--- src/rtl/sdcmd_pkg.sv ---
package sdcmd_pkg;

    localparam int FRAME_W = 48;
    localparam int STK_W   = 11;

    localparam logic [7:0] A_CMD  = 8'h00;
    localparam logic [7:0] A_ARG  = 8'h04;
    localparam logic [7:0] A_RSP0 = 8'h08;
    localparam logic [7:0] A_RSP1 = 8'h0C;
    localparam logic [7:0] A_RSP2 = 8'h10;
    localparam logic [7:0] A_RSP3 = 8'h14;
    localparam logic [7:0] A_RCMD = 8'h18;
    localparam logic [7:0] A_STAT = 8'h28;
    localparam logic [7:0] A_CLR  = 8'h2C;
    localparam logic [7:0] A_MASK = 8'h30;

    // command word fields
    localparam int C_NEED = 6;
    localparam int C_LONG = 7;
    localparam int C_APP  = 8;
    localparam int C_GO   = 9;
    localparam int C_SRST = 10;

    // sticky status positions driven by the command side
    localparam int S_RBAD = 0;
    localparam int S_RTMO = 2;
    localparam int S_ROK  = 4;
    localparam int S_SENT = 6;
    localparam int S_CHG  = 10;

    // positions accepted from the data path: 1,3,5,7,8,9
    localparam logic [STK_W-1:0] XFER_BITS = 11'h3AA;

    typedef enum logic [1:0] {
        SQ_IDLE = 2'd0,
        SQ_TX   = 2'd1,
        SQ_WAIT = 2'd2
    } sq_state_e;

endpackage

--- src/rtl/sdcmd_seq.sv ---
module sdcmd_seq
    import sdcmd_pkg::*;
#(
    parameter int RSP_WAIT = 64
) (
    input  logic        clk,
    input  logic        rst_n,
    input  logic        start,
    input  logic        abort,
    input  logic        need_rsp,
    input  logic [5:0]  idx,
    input  logic [31:0] arg,
    input  logic        rsp_vld,
    input  logic        rsp_crc_err,
    output logic        sdo,
    output logic        busy,
    output logic        window,
    output logic        ev_sent,
    output logic        ev_ok,
    output logic        ev_bad,
    output logic        ev_tmo
);
    localparam int CNT_MAX = (FRAME_W > RSP_WAIT) ? FRAME_W : RSP_WAIT;
    localparam int CNT_W   = $clog2(CNT_MAX) + 1;

    typedef struct packed {
        sq_state_e          state;
        logic [CNT_W-1:0]   cnt;
        logic [FRAME_W-1:0] sh;
        logic               need;
    } seq_s;

    localparam seq_s SEQ_RST = '{state: SQ_IDLE, cnt: '0, sh: '1, need: 1'b0};

    seq_s s_d, s_q;

    always_comb begin
        s_d     = s_q;
        ev_sent = 1'b0;
        ev_ok   = 1'b0;
        ev_bad  = 1'b0;
        ev_tmo  = 1'b0;
        case (s_q.state)
            SQ_IDLE: begin
                if (start) begin
                    s_d.state = SQ_TX;
                    s_d.cnt   = '0;
                    s_d.sh    = {2'b01, idx, arg, 7'd0, 1'b1};
                    s_d.need  = need_rsp;
                end
            end
            SQ_TX: begin
                s_d.sh = {s_q.sh[FRAME_W-2:0], 1'b1};
                if (s_q.cnt == CNT_W'(FRAME_W - 1)) begin
                    s_d.cnt = '0;
                    if (s_q.need) begin
                        s_d.state = SQ_WAIT;
                    end else begin
                        s_d.state = SQ_IDLE;
                        ev_sent   = 1'b1;
                    end
                end else begin
                    s_d.cnt = s_q.cnt + 1'b1;
                end
            end
            SQ_WAIT: begin
                if (rsp_vld) begin
                    s_d.state = SQ_IDLE;
                    ev_bad    = rsp_crc_err;
                    ev_ok     = !rsp_crc_err;
                end else if (s_q.cnt == CNT_W'(RSP_WAIT - 1)) begin
                    s_d.state = SQ_IDLE;
                    ev_tmo    = 1'b1;
                end else begin
                    s_d.cnt = s_q.cnt + 1'b1;
                end
            end
            default: s_d = SEQ_RST;
        endcase
        if (abort) begin
            s_d     = SEQ_RST;
            ev_sent = 1'b0;
            ev_ok   = 1'b0;
            ev_bad  = 1'b0;
            ev_tmo  = 1'b0;
        end
    end

    always_ff @(posedge clk or negedge rst_n) begin
        if (!rst_n) s_q <= SEQ_RST;
        else        s_q <= s_d;
    end

    assign sdo    = (s_q.state == SQ_TX) ? s_q.sh[FRAME_W-1] : 1'b1;
    assign busy   = (s_q.state != SQ_IDLE);
    assign window = (s_q.state == SQ_WAIT);

endmodule

--- src/rtl/sdcmd_stat.sv ---
module sdcmd_stat
    import sdcmd_pkg::*;
(
    input  logic             clk,
    input  logic             rst_n,
    input  logic [STK_W-1:0] ev_set,
    input  logic             clr_wr,
    input  logic [STK_W-1:0] clr_bits,
    input  logic             mask_wr,
    input  logic [STK_W-1:0] mask_bits,
    input  logic             wipe,
    output logic [STK_W-1:0] sticky,
    output logic [STK_W-1:0] mask,
    output logic             irq
);
    typedef struct packed {
        logic [STK_W-1:0] sticky;
        logic [STK_W-1:0] mask;
    } stat_s;

    stat_s t_d, t_q;

    always_comb begin
        t_d = t_q;
        // an event in the same cycle outranks the clear
        t_d.sticky = (t_q.sticky & ~(clr_wr ? clr_bits : '0)) | ev_set;
        if (mask_wr) t_d.mask = mask_bits;
        if (wipe) begin
            t_d.sticky = '0;
            t_d.mask   = '0;
        end
    end

    always_ff @(posedge clk or negedge rst_n) begin
        if (!rst_n) t_q <= '0;
        else        t_q <= t_d;
    end

    assign sticky = t_q.sticky;
    assign mask   = t_q.mask;
    assign irq    = |(t_q.sticky & t_q.mask);

endmodule

--- src/rtl/sdcmd_ctrl.sv ---
module sdcmd_ctrl
    import sdcmd_pkg::*;
#(
    parameter int RSP_WAIT   = 64,
    parameter int RST_CYCLES = 8
) (
    input  logic         clk,
    input  logic         rst_n,
    input  logic         bus_wr,
    input  logic [7:0]   bus_addr,
    input  logic [31:0]  bus_wdata,
    output logic [31:0]  bus_rdata,
    input  logic         card_absent,
    input  logic         card_wp,
    input  logic [10:0]  xfer_evt,
    output logic         cmd_sdo,
    output logic         cmd_busy,
    output logic         rsp_window,
    input  logic         card_rsp_vld,
    input  logic         card_rsp_crc_err,
    input  logic [5:0]   card_rsp_idx,
    input  logic [127:0] card_rsp_body,
    output logic         irq
);
    localparam int RCNT_W = $clog2(RST_CYCLES + 1);
    localparam int NWORDS = 4;

    typedef struct packed {
        logic [9:0]              cmd;
        logic [31:0]             arg;
        logic [NWORDS-1:0][31:0] rsp;
        logic [6:0]              rcmd;
        logic                    rst_busy;
        logic [RCNT_W-1:0]       rst_cnt;
        logic                    card_prev;
    } top_s;

    top_s q, d;

    logic             seq_busy, go, srst_req, wr_cmd, busy_any;
    logic             ev_sent, ev_ok, ev_bad, ev_tmo, wipe;
    logic [STK_W-1:0] ev_set, sticky, mask;

    assign wr_cmd   = bus_wr && (bus_addr == A_CMD);
    assign busy_any = seq_busy || q.rst_busy;
    assign srst_req = wr_cmd && bus_wdata[C_SRST];
    assign go       = wr_cmd && !bus_wdata[C_SRST] && bus_wdata[C_GO] && !busy_any;
    assign wipe     = srst_req || q.rst_busy;

    sdcmd_seq #(.RSP_WAIT(RSP_WAIT)) seq_i (
        .clk         (clk),
        .rst_n       (rst_n),
        .start       (go),
        .abort       (wipe),
        .need_rsp    (bus_wdata[C_NEED]),
        .idx         (bus_wdata[5:0]),
        .arg         (q.arg),
        .rsp_vld     (card_rsp_vld),
        .rsp_crc_err (card_rsp_crc_err),
        .sdo         (cmd_sdo),
        .busy        (seq_busy),
        .window      (rsp_window),
        .ev_sent     (ev_sent),
        .ev_ok       (ev_ok),
        .ev_bad      (ev_bad),
        .ev_tmo      (ev_tmo)
    );

    always_comb begin
        ev_set         = xfer_evt & XFER_BITS;
        ev_set[S_RBAD] = ev_bad;
        ev_set[S_RTMO] = ev_tmo;
        ev_set[S_ROK]  = ev_ok;
        ev_set[S_SENT] = ev_sent;
        ev_set[S_CHG]  = (card_absent != q.card_prev);
    end

    sdcmd_stat stat_i (
        .clk       (clk),
        .rst_n     (rst_n),
        .ev_set    (ev_set),
        .clr_wr    (bus_wr && (bus_addr == A_CLR)),
        .clr_bits  (bus_wdata[STK_W-1:0]),
        .mask_wr   (bus_wr && (bus_addr == A_MASK)),
        .mask_bits (bus_wdata[STK_W-1:0]),
        .wipe      (wipe),
        .sticky    (sticky),
        .mask      (mask),
        .irq       (irq)
    );

    always_comb begin
        d           = q;
        d.card_prev = card_absent;
        if (bus_wr && (bus_addr == A_ARG)) d.arg = bus_wdata;
        if (wr_cmd && !bus_wdata[C_SRST] && !busy_any) d.cmd = bus_wdata[9:0];
        if (srst_req) begin
            d.rst_busy = 1'b1;
            d.rst_cnt  = '0;
        end else if (q.rst_busy) begin
            if (q.rst_cnt == RCNT_W'(RST_CYCLES - 1)) d.rst_busy = 1'b0;
            else d.rst_cnt = q.rst_cnt + 1'b1;
        end
        if (ev_ok) begin
            d.rcmd = {q.cmd[C_APP], card_rsp_idx};
            if (q.cmd[C_LONG]) begin
                for (int w = 0; w < NWORDS; w++)
                    d.rsp[w] = card_rsp_body[(NWORDS-1-w)*32 +: 32];
            end else begin
                d.rsp[0] = card_rsp_body[31:0];
            end
        end
    end

    always_ff @(posedge clk or negedge rst_n) begin
        if (!rst_n) begin
            q           <= '0;
            q.card_prev <= 1'b1;
        end else begin
            q <= d;
        end
    end

    always_comb begin
        case (bus_addr)
            A_CMD:   bus_rdata = {21'd0, q.rst_busy, q.cmd};
            A_ARG:   bus_rdata = q.arg;
            A_RSP0:  bus_rdata = q.rsp[0];
            A_RSP1:  bus_rdata = q.rsp[1];
            A_RSP2:  bus_rdata = q.rsp[2];
            A_RSP3:  bus_rdata = q.rsp[3];
            A_RCMD:  bus_rdata = {25'd0, q.rcmd};
            A_STAT:  bus_rdata = {19'd0, card_wp, card_absent, sticky};
            A_MASK:  bus_rdata = {21'd0, mask};
            default: bus_rdata = 32'd0;
        endcase
    end

    assign cmd_busy = seq_busy;

endmodule

--- config.mk ---
export PLATFORM = sky130hd
export DESIGN_NAME = sdcmd_ctrl
export DESIGN_NICKNAME = d
export VERILOG_FILES = /design/src/rtl/sdcmd_pkg.sv /design/src/rtl/sdcmd_seq.sv /design/src/rtl/sdcmd_stat.sv /design/src/rtl/sdcmd_ctrl.sv
export SDC_FILE = /design/constraint.sdc
export NUM_CORES = 1
export LEC_CHECK = 0
export ABC_AREA = 1
export BUFFER_PORTS_ARGS = -buffer_cell sky130_fd_sc_hd__buf_2
export CAP_MARGIN = 0
export CORE_MARGIN = 2
export CORE_UTILIZATION = 41
export CTS_CLUSTER_SIZE = 24
export DETAILED_ROUTE_END_ITERATION = 10
export PLACE_DENSITY = 0.65
export SLEW_MARGIN = 20
export SYNTH_ARGS = -nofsm -noshare
export SYNTH_HDL_FRONTEND = slang
export SYNTH_SLANG_ARGS = --single-unit
--- constraint.sdc ---
create_clock -name clk -period 2.6 [get_ports clk]
set_input_delay 0.26 -clock clk [delete_from_list [all_inputs] [get_ports clk]]
set_output_delay 0.26 -clock clk [all_outputs]
set_load 0.05 [all_outputs]
==> results of run 1 <==
==> kinds of logic (layout without fill, tap and decap cells) <==
kind of cell / Yosys count / in the layout
flip-flops: 262 / 262
adder cells (fa/ha/maj): 6 / 6
buffers and inverters: 271 / 610
AO/OA/AOI/OAI: 311 / 311
XOR/XNOR: 4 / 4
other: 0 / 1
AND/OR/NAND/NOR: 832 / 832
multiplexers: 3 / 3
==> power groups by stage <==
stage	clock network (W)	registers [W]	logic, W
2_1_floorplan	0	0.00502	0.000650
3_3_place_gp	0	0.00507	0.00103
3_5_place_dp	0	0.00509	0.00106
4_1_cts	0.00435	0.00503	0.00120
5_1_grt	0.00450	0.00509	0.00137
6_report	0.00428	0.00503	0.00119
==> layer usage <==
metal | GRT usage, % | up-vias | part of all wire [%] | wire (µm)
met5 | 0 | - | 0 | 0
met4 | 9.20 | 0 | 3.8 | 1540
met3 | 3.39 | 85 | 5.6 | 2240
met2 | 40.4 | 427 | 47 | 19000
met1 | 32.4 | 5738 | 43 | 17400
li1 | - | 5981 | - | -
==> repair_timing <==
action	CTS	global route
hold buffers	117	0
hold endpoints to repair	179	0
setup buffers	0	0
gates resized for setup	0	0
==> through the flow <==
step	utilization [%]	setup slack, ns
final	54.1	0.222
after global routing	54.1	0.0925
after CTS	54.1	0.184
after detailed placement	47.1	0.405
after global placement	47.1	0.418
after floorplan	-	0.403
==> cell type report <==
class / count / share of cell area [%]
Sequential cell: 262 / 39.8
Inverter: 180 / 4.06
Clock inverter: 13 / 0.842
Multi-Input combinational cell: 1156 / 30.9
Tap cell: 396 / 2.98
Timing Repair Buffer: 377 / 16.3
Clock buffer: 40 / 5.16
Antenna cell: 1 / 0.0150
==> placed cells by master, fill, tap and decap left out, drive strengths merged, types with 4 or more instances in the layout <==
cell / count
clkbuf: 40
dfrtp: 214
a21oi: 103
nor3: 8
inv: 179
o211ai: 4
nor2: 88
nand2: 616
dlygate4sd3: 117
nand4: 25
nand3: 92
dfstp: 48
buf: 260
clkinv: 11
ha: 6
o21ai: 196
==> critical path, stage by stage, from the launching register on <==
cell                      delay (ns)
sky130_fd_sc_hd__dfrtp_1        0.41
sky130_fd_sc_hd__inv_1          0.10
sky130_fd_sc_hd__ha_1           0.20
sky130_fd_sc_hd__buf_4          0.40
sky130_fd_sc_hd__inv_1          0.20
sky130_fd_sc_hd__buf_2          0.26
==> cell usage after synthesis (8+ instances only) <==
library cell	instances
sky130_fd_sc_hd__buf_4	14
sky130_fd_sc_hd__o21ai_0	171
sky130_fd_sc_hd__clkbuf_1	40
sky130_fd_sc_hd__nor2_1	85
sky130_fd_sc_hd__a21oi_1	103
sky130_fd_sc_hd__buf_2	23
sky130_fd_sc_hd__nand2_1	610
sky130_fd_sc_hd__inv_1	176
sky130_fd_sc_hd__buf_6	8
sky130_fd_sc_hd__dfstp_2	48
sky130_fd_sc_hd__nand3_1	91
sky130_fd_sc_hd__nand4_1	25
sky130_fd_sc_hd__o21ai_1	25
sky130_fd_sc_hd__dfrtp_1	214
==> final timing paths <==
path | startpoint | slack, ns | to
worst max-delay path | seq_i.s_q[56] | 0.22 | cmd_busy
worst min-delay path | card_rsp_body[18] | 0.008 | q[127]
worst max register to register | seq_i.s_q[56] | 0.43 | q[125]
worst min register to register | seq_i.s_q[30] | 0.47 | seq_i.s_q[30]
max in group asynchronous | rst_n | 1.43 | seq_i.s_q[36]
min in group asynchronous | rst_n | 0.30 | q[46]
==> registers in the layout, summed over array words and instances, names as in the netlist <==
register and flops:
q 183, stat_i.mask 11, seq_i.s_q 57, stat_i.sticky 11
==> impl_summary.md, run 1 <==
Outcome
The flow ran to the end, and the final reports show no timing, DRC or antenna violations.

Final layout
The footprint of the flip-flops and latches is 6620 µm². Excluding fillers, the count of instances in the completed layout stands at 2425. The final-layout fill cell count is 2945. At the end of the flow, the number of nets in the layout was 2204.

Summing all non-filler instances in the final layout gives an area of 16600 µm². The area growth from synthesis to layout is 29.0%. Summing all multi-input logic gate instances after layout gives 5140 µm². The fraction of layout cells with a size suffix above 1 is 18.9%.

Drt
After the first detailed-routing iteration, the DRC count stood at 995. The remaining antenna violation count after routing is 0. The final routed wirelength across all metal layers is 40.2 mm. The first detailed-routing pass took 6 iterations. Using the TritonRoute via totals, the vias-per-cell ratio works out to 5.04. The routed via count is 12200.

After detailed routing, the average wire length per cell comes to 16.6 µm. The DRC violation count after routing is 0.

Synthesis
The number of flops mapped to enable cells by yosys is 0. The post-synthesis average cell area is 7.64 µm². For this run, the leading register cell type out of synthesis is sky130_fd_sc_hd__dfrtp_1. Counting every net in the synthesized netlist gives 1887. Summing the areas of all xor and xnor instances in the mapped netlist gives 0.272% of the synthesized area. The share of synthesized area spent on multiplexers is 0.262%. The portion of the post-synthesis area used by sequential elements is 51.3%. The synthesized instance count is 1689.

The post-synthesis cell type with the largest combined area is sky130_fd_sc_hd__dfrtp_1. The number of synthesized register bits is 262. After synthesis, the largest family of logic cells by area is simple AND/OR/NAND/NOR gates. The share of synthesized cell area in and, or, nand and nor gates is 26.2%. During synthesis, Yosys emitted a total of 0 warnings. In the post-synthesis netlist, the biggest area contributors are sky130_fd_sc_hd__dfrtp_1 42%, sky130_fd_sc_hd__nand2_1 18%, sky130_fd_sc_hd__dfstp_2 9.8%, sky130_fd_sc_hd__o21ai_0 6.6%, sky130_fd_sc_hd__inv_1 5.1%. After synthesis, the share of flip-flops with an asynchronous set or reset is 100%.

The synthesized netlist contains 39 unique library cells. The fraction of post-synthesis cell area in the top cell type by area is 41.5%. The total standard cell area after synthesis is 12900 µm². The adder-cell share of the synthesized area is 0.582%.

Summing the areas of all compound-gate instances in the mapped netlist gives 12.3% of the synthesized area.

Clock tree
The clock net in this run drives a total of 262 sinks. TritonCTS built the clock tree. Clock-pin slew was measured on the worst setup and hold paths at 0.06 ns. No sink is reached through more buffers than the 3 on the longest clock path. In this run the number of H-tree levels came out at 1.

The number of buffers created by CTS is 29. Clock tree synthesis selected as its root buffer the cell sky130_fd_sc_hd__clkbuf_16. The clock insertion delay at the later pin of the skew report is 0.55 ns.

Placed design
The port buffer count is 222. Summing all placed instances gives a cell area of 14500 µm². The cell total after placement is 2254. The detailed placer's ending HPWL is 27.3 mm.

The weighted congestion reported at the end of routability-driven placement is 0.857.

Timing
The post-route fraction of the period consumed by the critical path is 91.4%. The final count of pins violating max slew is 0. The number of failing setup endpoints in the final timing report is 0. After layout, the minimum clock period comes to 2.38 ns. Static timing analysis puts the maximum clock frequency at 421 MHz. Setup repair after global routing left no endpoint under its margin. Measured against its own limit, the worst slew margin works out to 56.6%. The total negative slack is 0 ns. The number of hold violations in the final report was 0. The clock arrives with 0.00931 ns of skew.

The actual slew at the worst max-slew pin is 0.650 ns. The worst hold slack across all endpoints is 0.00824 ns.

Global route
After global routing the overflow that remains totals 0. The global-route wire length before repair is 63.6 mm. Global routing used 24.3% of the available tracks. The number of antenna violations at the first check in global routing was 1. The largest net degree at the start of global routing is 97.

The number of global-route vias before repair is 12000.

Setup path
The critical path arrival is 2.12 ns. The endpoint kind of the worst setup timing path is an output pin. The worst setup path is of the reg2out kind.

The maximum fanout count along the critical path is 36. STA puts the critical path data required time at 2.34 ns. Counting cells, the worst reg-to-reg path comes to 8. The startpoint type of the worst setup path is a register.

Die
Measured along the y axis, the die boundary spans 181 µm. The core footprint is 30700 µm². The die is 181 µm wide. The floorplan step defined a die boundary enclosing 32900 µm².

After floorplanning, the core was divided into 64 placement rows. 228 I/O pins were placed. The initial standard-cell utilization of the core is 41.9%.

Power and ir drop
The analysis attributes to net switching a power of 0.00260 W. The total power divided by cell area is 631 nW/µm². For this design the static power due to leakage is 8.70 nW. The combinational power share is 11.4%.

The switching portion of total power is 24.7%. The clock network is responsible for 40.7% of the overall power. The share of power burned in registers is 47.9%. Across the VDD grid, the largest voltage drop is 0.483 mV. The internal cell power is 0.00791 W. The post-layout total power is 0.0105 W.

Flow run
The count of maximum capacitance violations is 0.

Hold path
The cell depth of the worst min-delay path is 3. The class of the tightest hold or removal check is in2reg.
No activity file was read; power rests on OpenSTA's default activity.
==> run 2: changes to the inputs <==
Settings changed: PLACE_DENSITY 0.65 to 0.64, SYNTH_HIERARCHICAL from default to 1.
==> run 2 against run 1 <==
The flow now finishes with violations (negative hold slack). Final area grew 5.4%. Global-route usage grew 0.33 points. Worst setup slack gained 0.14 ns. Non-clock buffer count grew 38. Count of clock-buffer cells in the layout grew 10. Sequential cell count is the same. Cell count grew 0.62%. Fmax grew 6.3%. Synthesized cell count shrank 4.0%. Combinational power grew to 3.7 times the previous value. Hold slack lost 0.011 ns. Critical path type is now in2out. Largest power group unchanged.
==> impl_summary.md, run 2 <==
Outcome
The run finished, with violations left. The checks that failed: negative hold slack.

Synthesis
The number of synthesized register bits is 262 (unchanged). The portion of the post-synthesis area used by sequential elements is 49.3% (-2.0 points). The adder-cell share of the synthesized area is 0.560% (-0.022 points).

The most used flip-flop cell after synthesis is sky130_fd_sc_hd__dfrtp_1. The synthesized design spends more area on one cell type than any other, namely sky130_fd_sc_hd__dfrtp_1. The total standard cell area after synthesis was 13400 µm² (+4.0%). The xor and xnor area share after synthesis was 0.196% (-0.076 points). The fraction of post-synthesis cell area in the top cell type by area is 39.9% (-1.6 points). The synthesized instance count is 1622 (-4.0%).

The cell with the most instances after synthesis is sky130_fd_sc_hd__nand2_1. The number of distinct library cells after synthesis is 39 (unchanged). Yosys attributes the largest share of cell area to sky130_fd_sc_hd__dfrtp_1 40%, sky130_fd_sc_hd__nand2_1 12%, sky130_fd_sc_hd__dfstp_2 9.4%, sky130_fd_sc_hd__nand3_1 6.4%, sky130_fd_sc_hd__mux2_2 5.5%. The largest family of logic cells by synthesized area is simple AND/OR/NAND/NOR gates.

The share of synthesized area spent on multiplexers is 5.54% (+5.3 points). The synthesized net count is 1820 (-3.6%). The number of flops mapped to enable cells by yosys is 0 (unchanged).

Sorting the synthesized cells by how often they occur yields 425 x sky130_fd_sc_hd__nand2_1, 214 x sky130_fd_sc_hd__dfrtp_1, 173 x sky130_fd_sc_hd__inv_1, 172 x sky130_fd_sc_hd__nand3_1, 105 x sky130_fd_sc_hd__nor2_1. The proportion of synthesized flip-flops having asynchronous set or reset is 100% (unchanged). The yosys synthesis warning count is 6 (+6). The post-synthesis average cell area is 8.27 µm² (+8.3%). The share of synthesized cell area in and, or, nand and nor gates is 24.0% (-2.2 points). The compound-gate portion of the synthesized area is 11.1% (-1.2 points).

Hold path
The endpoint with the worst hold slack is q[170]. The path class of the tightest hold or removal check is in2reg. In this run the most critical hold path is launched from bus_wdata[29]. The cell depth of the worst min-delay path came to 3 (unchanged).

Die
The number of top-level design ports is 228 (unchanged). The placement row count is 66 (+3.1%). The initial standard-cell utilization of the core is 41.4% (-0.50 points).

The chip height was 185 µm (+1.9%). The area of the die is 34200 µm² (+3.9%). The core footprint was 32400 µm² (+5.3%).

The overall die width is 185 µm (+1.9%).

Flow run
The count of maximum capacitance violations is 0 (unchanged).

Drt
The remaining antenna violation count after routing is 0 (unchanged). The DRC violation total after the first TritonRoute iteration is 1002 (+0.70%). The DRC violation count after routing is 0 (unchanged). The per-cell routed wire length is 17.2 µm (+3.7%). The detailed-router iteration count before antenna repair is 5 (-1).

The routed via count is 12500 (+2.3%). The final routed wirelength across all metal layers was 41.9 mm (+4.4%). The detailed-route vias per instance is 5.13 (+1.7%).

Setup path
The register-to-register setup slack was 0.37 ns (-0.06 ns). The worst setup path is captured at an output pin. The maximum fanout count along the critical path came to 33 (-8.3%).

The data required time of the worst path is 2.34 ns (about the same). The start of the worst register-to-register path is seq_i/s_q[56]. The startpoint type of the worst setup path is an input pin.

In this run the critical register-to-register path is captured at q[11]. The path depth of the worst reg2reg path is 8 (unchanged). The critical path arrival is 1.98 ns (-0.14 ns).

Traced cell by cell, the critical path runs through buf_2 -> inv_1 -> nand2_2 -> nor2_2 -> nand2_2 -> inv_4 -> nand2_1 -> nand4_1 -> buf_2. The delay of the slowest cell on the worst path is 0.35 ns (-0.06 ns). The critical path is of the in2out type.

The cell with the largest stage delay on the worst path is sky130_fd_sc_hd__nor2_2.

Timing
The final count of pins violating max slew was 0 (unchanged). The actual slew at the worst max-slew pin is 0.678 ns (+0.0277 ns). The worst slew margin relative to its limit was 54.8% (-1.8 points). The number of hold violations in the final report came to 1 (+1). The post-route worst setup slack is 0.364 ns (+0.141 ns). The total negative slack is 0 ns (unchanged). The shortest period the worst path allows is 2.24 ns (-0.141 ns). The post-route fraction of the period consumed by the critical path is 86.0% (-5.4 points). Setup repair after global routing left no endpoint under its margin. The clock skew after layout was 0.0143 ns (+0.00496 ns). The worst hold slack across all endpoints was -0.00295 ns (-0.0112 ns).

The number of failing setup endpoints in the final timing report was 0 (unchanged). The achievable clock frequency was 447 MHz (+6.3%).

Final layout
The flip-flop count of the largest register after layout came to 183 (unchanged). Leaving out fill and tap cells, the most frequent cells in the layout are 425 x sky130_fd_sc_hd__nand2_1, 221 x sky130_fd_sc_hd__buf_2, 213 x sky130_fd_sc_hd__dfrtp_1. The final-layout fill cell count is 3012 (+2.3%). The most common cell after layout, fill and taps aside is sky130_fd_sc_hd__nand2_1. The final net count is 2172 (-1.5%). The largest registers in the layout are q (183), seq_i/s_q (57). The fraction of layout cells with a size suffix above 1 is 23.3% (+4.4 points).

The number of antenna repair diodes is 0 (-1). The count of placed standard cells in the final layout, fillers left out is 2440 (+0.62%). Ranked by flip-flop count, first place goes to q.

The growth of design area from synthesis to finish is 30.8%.

Global route
The number of antenna violations at the first check in global routing is 1 (unchanged). The number of global-route vias before repair was 12200 (+1.3%). The global-route wire length before repair came to 66.1 mm (+3.9%).

The largest net degree at the start of global routing was 81 (-16%). The global-route congestion overflow total is 0 (unchanged). The total routing resource utilization after global routing is 24.6% (+0.33 points).

Power and ir drop
The highest ir drop seen on vdd came to 0.572 mV (+18%). The total power divided by cell area is 817 nW/µm² (+29%). The static power due to leakage is 8.75 nW (+0.66%).

Clock tree
The clock insertion delay at the later pin of the skew report is 0.56 ns (about the same). The level count of the clock H-tree is 1 (unchanged). Clock tree synthesis selected as its root buffer the cell sky130_fd_sc_hd__clkbuf_16. The clock input transition at the sequential cells of the worst setup and hold paths is 0.06 ns (about the same).

The CTS tree is built. The number of setup buffers added after CTS is 0 (unchanged). The clock net sink count came to 262 (unchanged). The number of cells upsized or downsized after cts is 0 (unchanged).

The number of buffers on the longest clock path was 3 (unchanged). The number of buffers created by CTS is 30 (+3.4%).

Placed design
The detailed placer's ending HPWL came to 28.4 mm (+3.9%). The port buffer count is 222 (unchanged). The cell total after placement is 2230 (-1.1%). The weighted congestion reported at the end of routability-driven placement is 0.907 (+5.8%).

The placement-stage worst setup slack is 0.231 ns (-0.174 ns).
## run 2: how the worst max path moves through the flow
stage	start	endpoint	slack, ns	cells after the start
floorplan	seq_i/s_q[56]	seq_i/s_q[3]	0.10	16
global placement	bus_addr[3]	q[10]	0.27	12
detailed placement	bus_addr[5]	q[10]	0.23	12
CTS	bus_addr[1]	bus_rdata[11]	0.38	11
global route	seq_i/s_q[56]	q[11]	0.21	8
finish	bus_addr[1]	bus_rdata[15]	0.36	9
## run 2: stage by stage
| stage | area, µm² | total power [W] | hold slack (ns) | util [%] |
|---|---|---|---|---|
| floorplan | 13400 | 0.00894 | -0.0356 | - |
| global placement | 15000 | 0.00979 | 0.301 | 46.4 |
| detailed placement | 15000 | 0.00994 | 0.310 | 46.4 |
| CTS | 17500 | 0.0144 | 0.000727 | 54.2 |
| finish | 17500 | 0.0143 | -0.00295 | 54.2 |
| global route | 17500 | 0.0153 | 0.0114 | 54.2 |
## run 2: cells by family (layout without fill, tap and decap cells)
group / count (synthesis) / count (layout)
buffers and inverters: 279 / 655
adders and majority gates: 6 / 6
xor gates and xnor gates: 3 / 3
and+or+nand+nor: 753 / 753
muxes: 66 / 66
DFF: 262 / 262
AOI/OAI and AO/OA: 253 / 253
## run 2: cell type report
class	instances	area (µm²)	share of cell area [%]
Timing Repair Buffer	415	3110	17.7
Tap cell	442	553	3.15
Clock buffer	50	907	5.17
Inverter	184	706	4.02
Multi-Input combinational cell	1081	5570	31.8
Sequential cell	262	6620	37.7
Clock inverter	6	86.3	0.492
## run 2: repair_timing
| item | 4_1_cts | 5_1_grt |
|---|---|---|
| hold endpoints to repair | 204 | 0 |
| setup endpoints to repair | 0 | 0 |
| hold buffers | 154 | 0 |
## run 2: metal layers
metal | global-route usage [%] | vias to the layer above | routed length (µm)
met5 | 0 | - | 0
met4 | 11.1 | 0 | 1890
met3 | 3.07 | 111 | 2380
met2 | 38.6 | 459 | 19500
met1 | 34.3 | 5991 | 18100
li1 | - | 5950 | -
## run 2: critical path, delay by kind of cell
kind                   cells  cell delay (ns)
and+or+nand+nor            5             0.96
buffers and inverters      4             0.72
## run 2: power by group
group	switching [W]	total (W)	internal (W)
sequential	0.000429	0.00563	0.00520
combinational	0.00279	0.00445	0.00166
clock	0.00170	0.00426	0.00256
==> run 3: changes to the inputs <==
Settings changed: CORE_UTILIZATION 41 to 30, PLACE_DENSITY 0.64 to 0.51.
==> run 3 against run 2 <==
The flow now finishes without violations. Cell count rose by 6.8%. Count of clock-buffer cells in the layout decreased by 3. Largest cell class unchanged. Clock skew is 0.0065 ns higher. Critical path type unchanged. Fmax shrank 3.0%.
==> impl_summary.md, run 3 (same netlist as run 2, synthesis figures left out) <==
Global route
The number of global-route vias before repair is 12600 (+3.1%). The global-route congestion overflow total is 0 (unchanged). The total routing resource utilization after global routing is 19.3% (-5.3 points). The number of antenna violations at the first check in global routing is 1 (unchanged). The global-route wire length before repair is 70.8 mm (+7.1%). The largest net degree at the start of global routing is 73 (-9.9%).

Setup path
The critical path is of the in2out type. The signal on the critical path passes through buf_2 -> inv_1 -> nand2_2 -> nor2_2 -> nand2_4 -> inv_2 -> nand2_1 -> nand2_1 -> inv_1 -> nand2_1 -> buf_2. STA classifies the critical path endpoint as an output pin.

The maximum fanout count along the critical path is 21 (-36%). The critical path arrival is 2.04 ns (+0.06 ns). The delay of the slowest cell on the worst path is 0.42 ns (+0.07 ns).

The most used cell along the critical path is sky130_fd_sc_hd__nand2_1. The startpoint type of the worst setup path is an input pin. The data required time of the worst path came to 2.34 ns (about the same). The cell with the largest stage delay on the worst path is sky130_fd_sc_hd__inv_2.

Clock tree
TritonCTS built the clock tree. The number of buffers on the longest clock path was 3 (unchanged). The clock insertion delay at the later pin of the skew report is 0.58 ns (+0.02 ns). The number of buffers created by CTS is 31 (+3.3%). The clock net sink count is 262 (unchanged).

The level count of the clock H-tree was 1 (unchanged). The number of setup buffers added after CTS is 0 (unchanged). The clock input transition at the sequential cells of the worst setup and hold paths came to 0.06 ns (about the same). Clock tree synthesis selected as its root buffer the cell sky130_fd_sc_hd__clkbuf_16.

Timing
The actual slew at the worst max-slew pin is 0.612 ns (-0.0660 ns). The worst hold slack across all endpoints is 0.0306 ns (+0.0335 ns). Setup repair after global routing left no endpoint under its margin. The clock skew after layout came to 0.0208 ns (+0.00650 ns).

The shortest period the worst path allows came to 2.30 ns (+0.0683 ns). The final count of pins violating max slew was 0 (unchanged). The worst slew margin relative to its limit was 59.2% (+4.4 points). The total negative slack is 0 ns (unchanged). The number of hold violations in the final report is 0 (-1). The achievable clock frequency is 434 MHz (-3.0%).

The post-route fraction of the period consumed by the critical path was 88.6% (+2.6 points). The number of failing setup endpoints in the final timing report was 0 (unchanged).

Placed design
The weighted congestion reported at the end of routability-driven placement is 0.846 (-6.7%). The port buffer count is 222 (unchanged). The detailed placer's ending HPWL is 30.7 mm (+8.3%).

The cell total after placement is 2381 (+6.8%).

Outcome
The run finished with clean final reports.

Final layout
The area growth from synthesis to layout is 33.8%. In the layout the commonest cells are 425 x sky130_fd_sc_hd__nand2_1, 221 x sky130_fd_sc_hd__buf_2, 213 x sky130_fd_sc_hd__dfrtp_1. The final net count is 2187 (+0.69%). The flip-flop count of the largest register after layout is 183 (unchanged). The final-layout fill cell count is 4465 (+48%). The fraction of layout cells with a size suffix above 1 is 23.6% (+0.31 points). The largest registers in the layout are q (183), seq_i/s_q (57). The register containing the most flip-flops in the final layout is q.

The most common cell after layout, fill and taps aside is sky130_fd_sc_hd__nand2_1. The count of placed standard cells in the final layout, fillers left out came to 2607 (+6.8%).

Drt
The DRC violation count after routing was 0 (unchanged). The final routed wirelength across all metal layers is 45.0 mm (+7.4%). The detailed-router iteration count before antenna repair is 5 (unchanged).

The remaining antenna violation count after routing is 0 (unchanged). The per-cell routed wire length is 17.3 µm (+0.53%). The routed via count is 12300 (-1.7%). The detailed-route vias per instance is 4.72 (-8.0%). The DRC violation total after the first TritonRoute iteration is 950 (-5.2%).

Power and ir drop
The highest ir drop seen on vdd came to 0.570 mV (-0.37%). The post-layout total power is 0.0147 W (+2.4%). The static power due to leakage is 8.86 nW (+1.3%). The total power divided by cell area is 818 nW/µm² (about the same).

Hold path
The path class of the tightest hold or removal check is in2reg.

Die
The number of top-level design ports was 228 (unchanged). The overall die width is 215 µm (+17%). The core footprint is 44200 µm² (+37%).

The placement row count is 77 (+17%). The initial standard-cell utilization of the core is 30.3% (-11 points). The area of the die is 46400 µm² (+36%). The chip height is 215 µm (+17%).

Flow run
The count of maximum capacitance violations is 0 (unchanged).
run 3: cell types whose count changed in the layout (fill, tap and decap cells not counted), sizes merged:
cell / change
buf: +1
bufinv: +1
clkbuf: -3
clkinv: +5
clkinvlp: -1
diode: +1
dlygate4sd3: +13
run 3: path summary, 6_finish.rpt:
| path | startpoint | endpoint | slack [ns] | cells after the start |
|---|---|---|---|---|
| setup / recovery | bus_addr[1] | bus_rdata[11] | 0.30 | 11 |
| hold / removal | bus_wdata[4] | q[145] | 0.03 | 3 |
| setup reg to reg | seq_i/s_q[56] | seq_i/s_q[28] | 0.42 | 9 |
| hold reg to reg | seq_i/s_q[37] | seq_i/s_q[37] | 0.48 | 2 |
| max in group asynchronous | rst_n | seq_i/s_q[28] | 1.50 | 3 |
| min in group asynchronous | rst_n | q[55] | 0.22 | 2 |
run 3: final cells by class:
cell class	instances	area (µm²)	area share, %
Clock buffer	47	936	5.21
Sequential cell	262	6620	36.9
Inverter	184	706	3.93
Antenna cell	1	2.50	0.0139
Timing Repair Buffer	429	3240	18.1
Multi-Input combinational cell	1081	5570	31.0
Tap cell	592	741	4.13
Clock inverter	11	134	0.746
run 3: what timing repair did:
action / 4_1_cts / 5_1_grt
resized for setup: 0 / 0
hold buffers: 167 / 0
hold endpoints to repair: 230 / 0
run 3: per-stage QoR:
step | utilization (%) | setup WS (ns) | cell area [µm²]
final | 40.6 | 0.296 | 18000
after global routing | 40.6 | 0.131 | 18000
after CTS | 40.6 | 0.278 | 17900
after detailed placement | 34.4 | 0.0974 | 15200
after global placement | 34.4 | 0.121 | 15200
after floorplan | - | 0.101 | 13400
run 3: report_power, final:
part / internal, W / leakage, nW / switching [W]
Clock: 0.00276 / 0.535 / 0.00177
Sequential: 0.00520 / 3.36 / 0.000422
Combinational: 0.00170 / 4.97 / 0.00283
run 3: worst max-delay path, delay by kind of cell:
kind	cells	cell delay (ns)
buf+inv	5	0.89
simple gates	6	0.88
run 3: routing by layer:
metal  vias up  part of all wire (%)  track usage, %  wire, µm
met5         -                     0               0         0
met4         0                   4.2            8.39      1890
met3       106                   4.8            2.68      2150
met2       345                    46            31.8     20900
met1      5847                    45            25.4     20100
li1       5997                     -               -         -
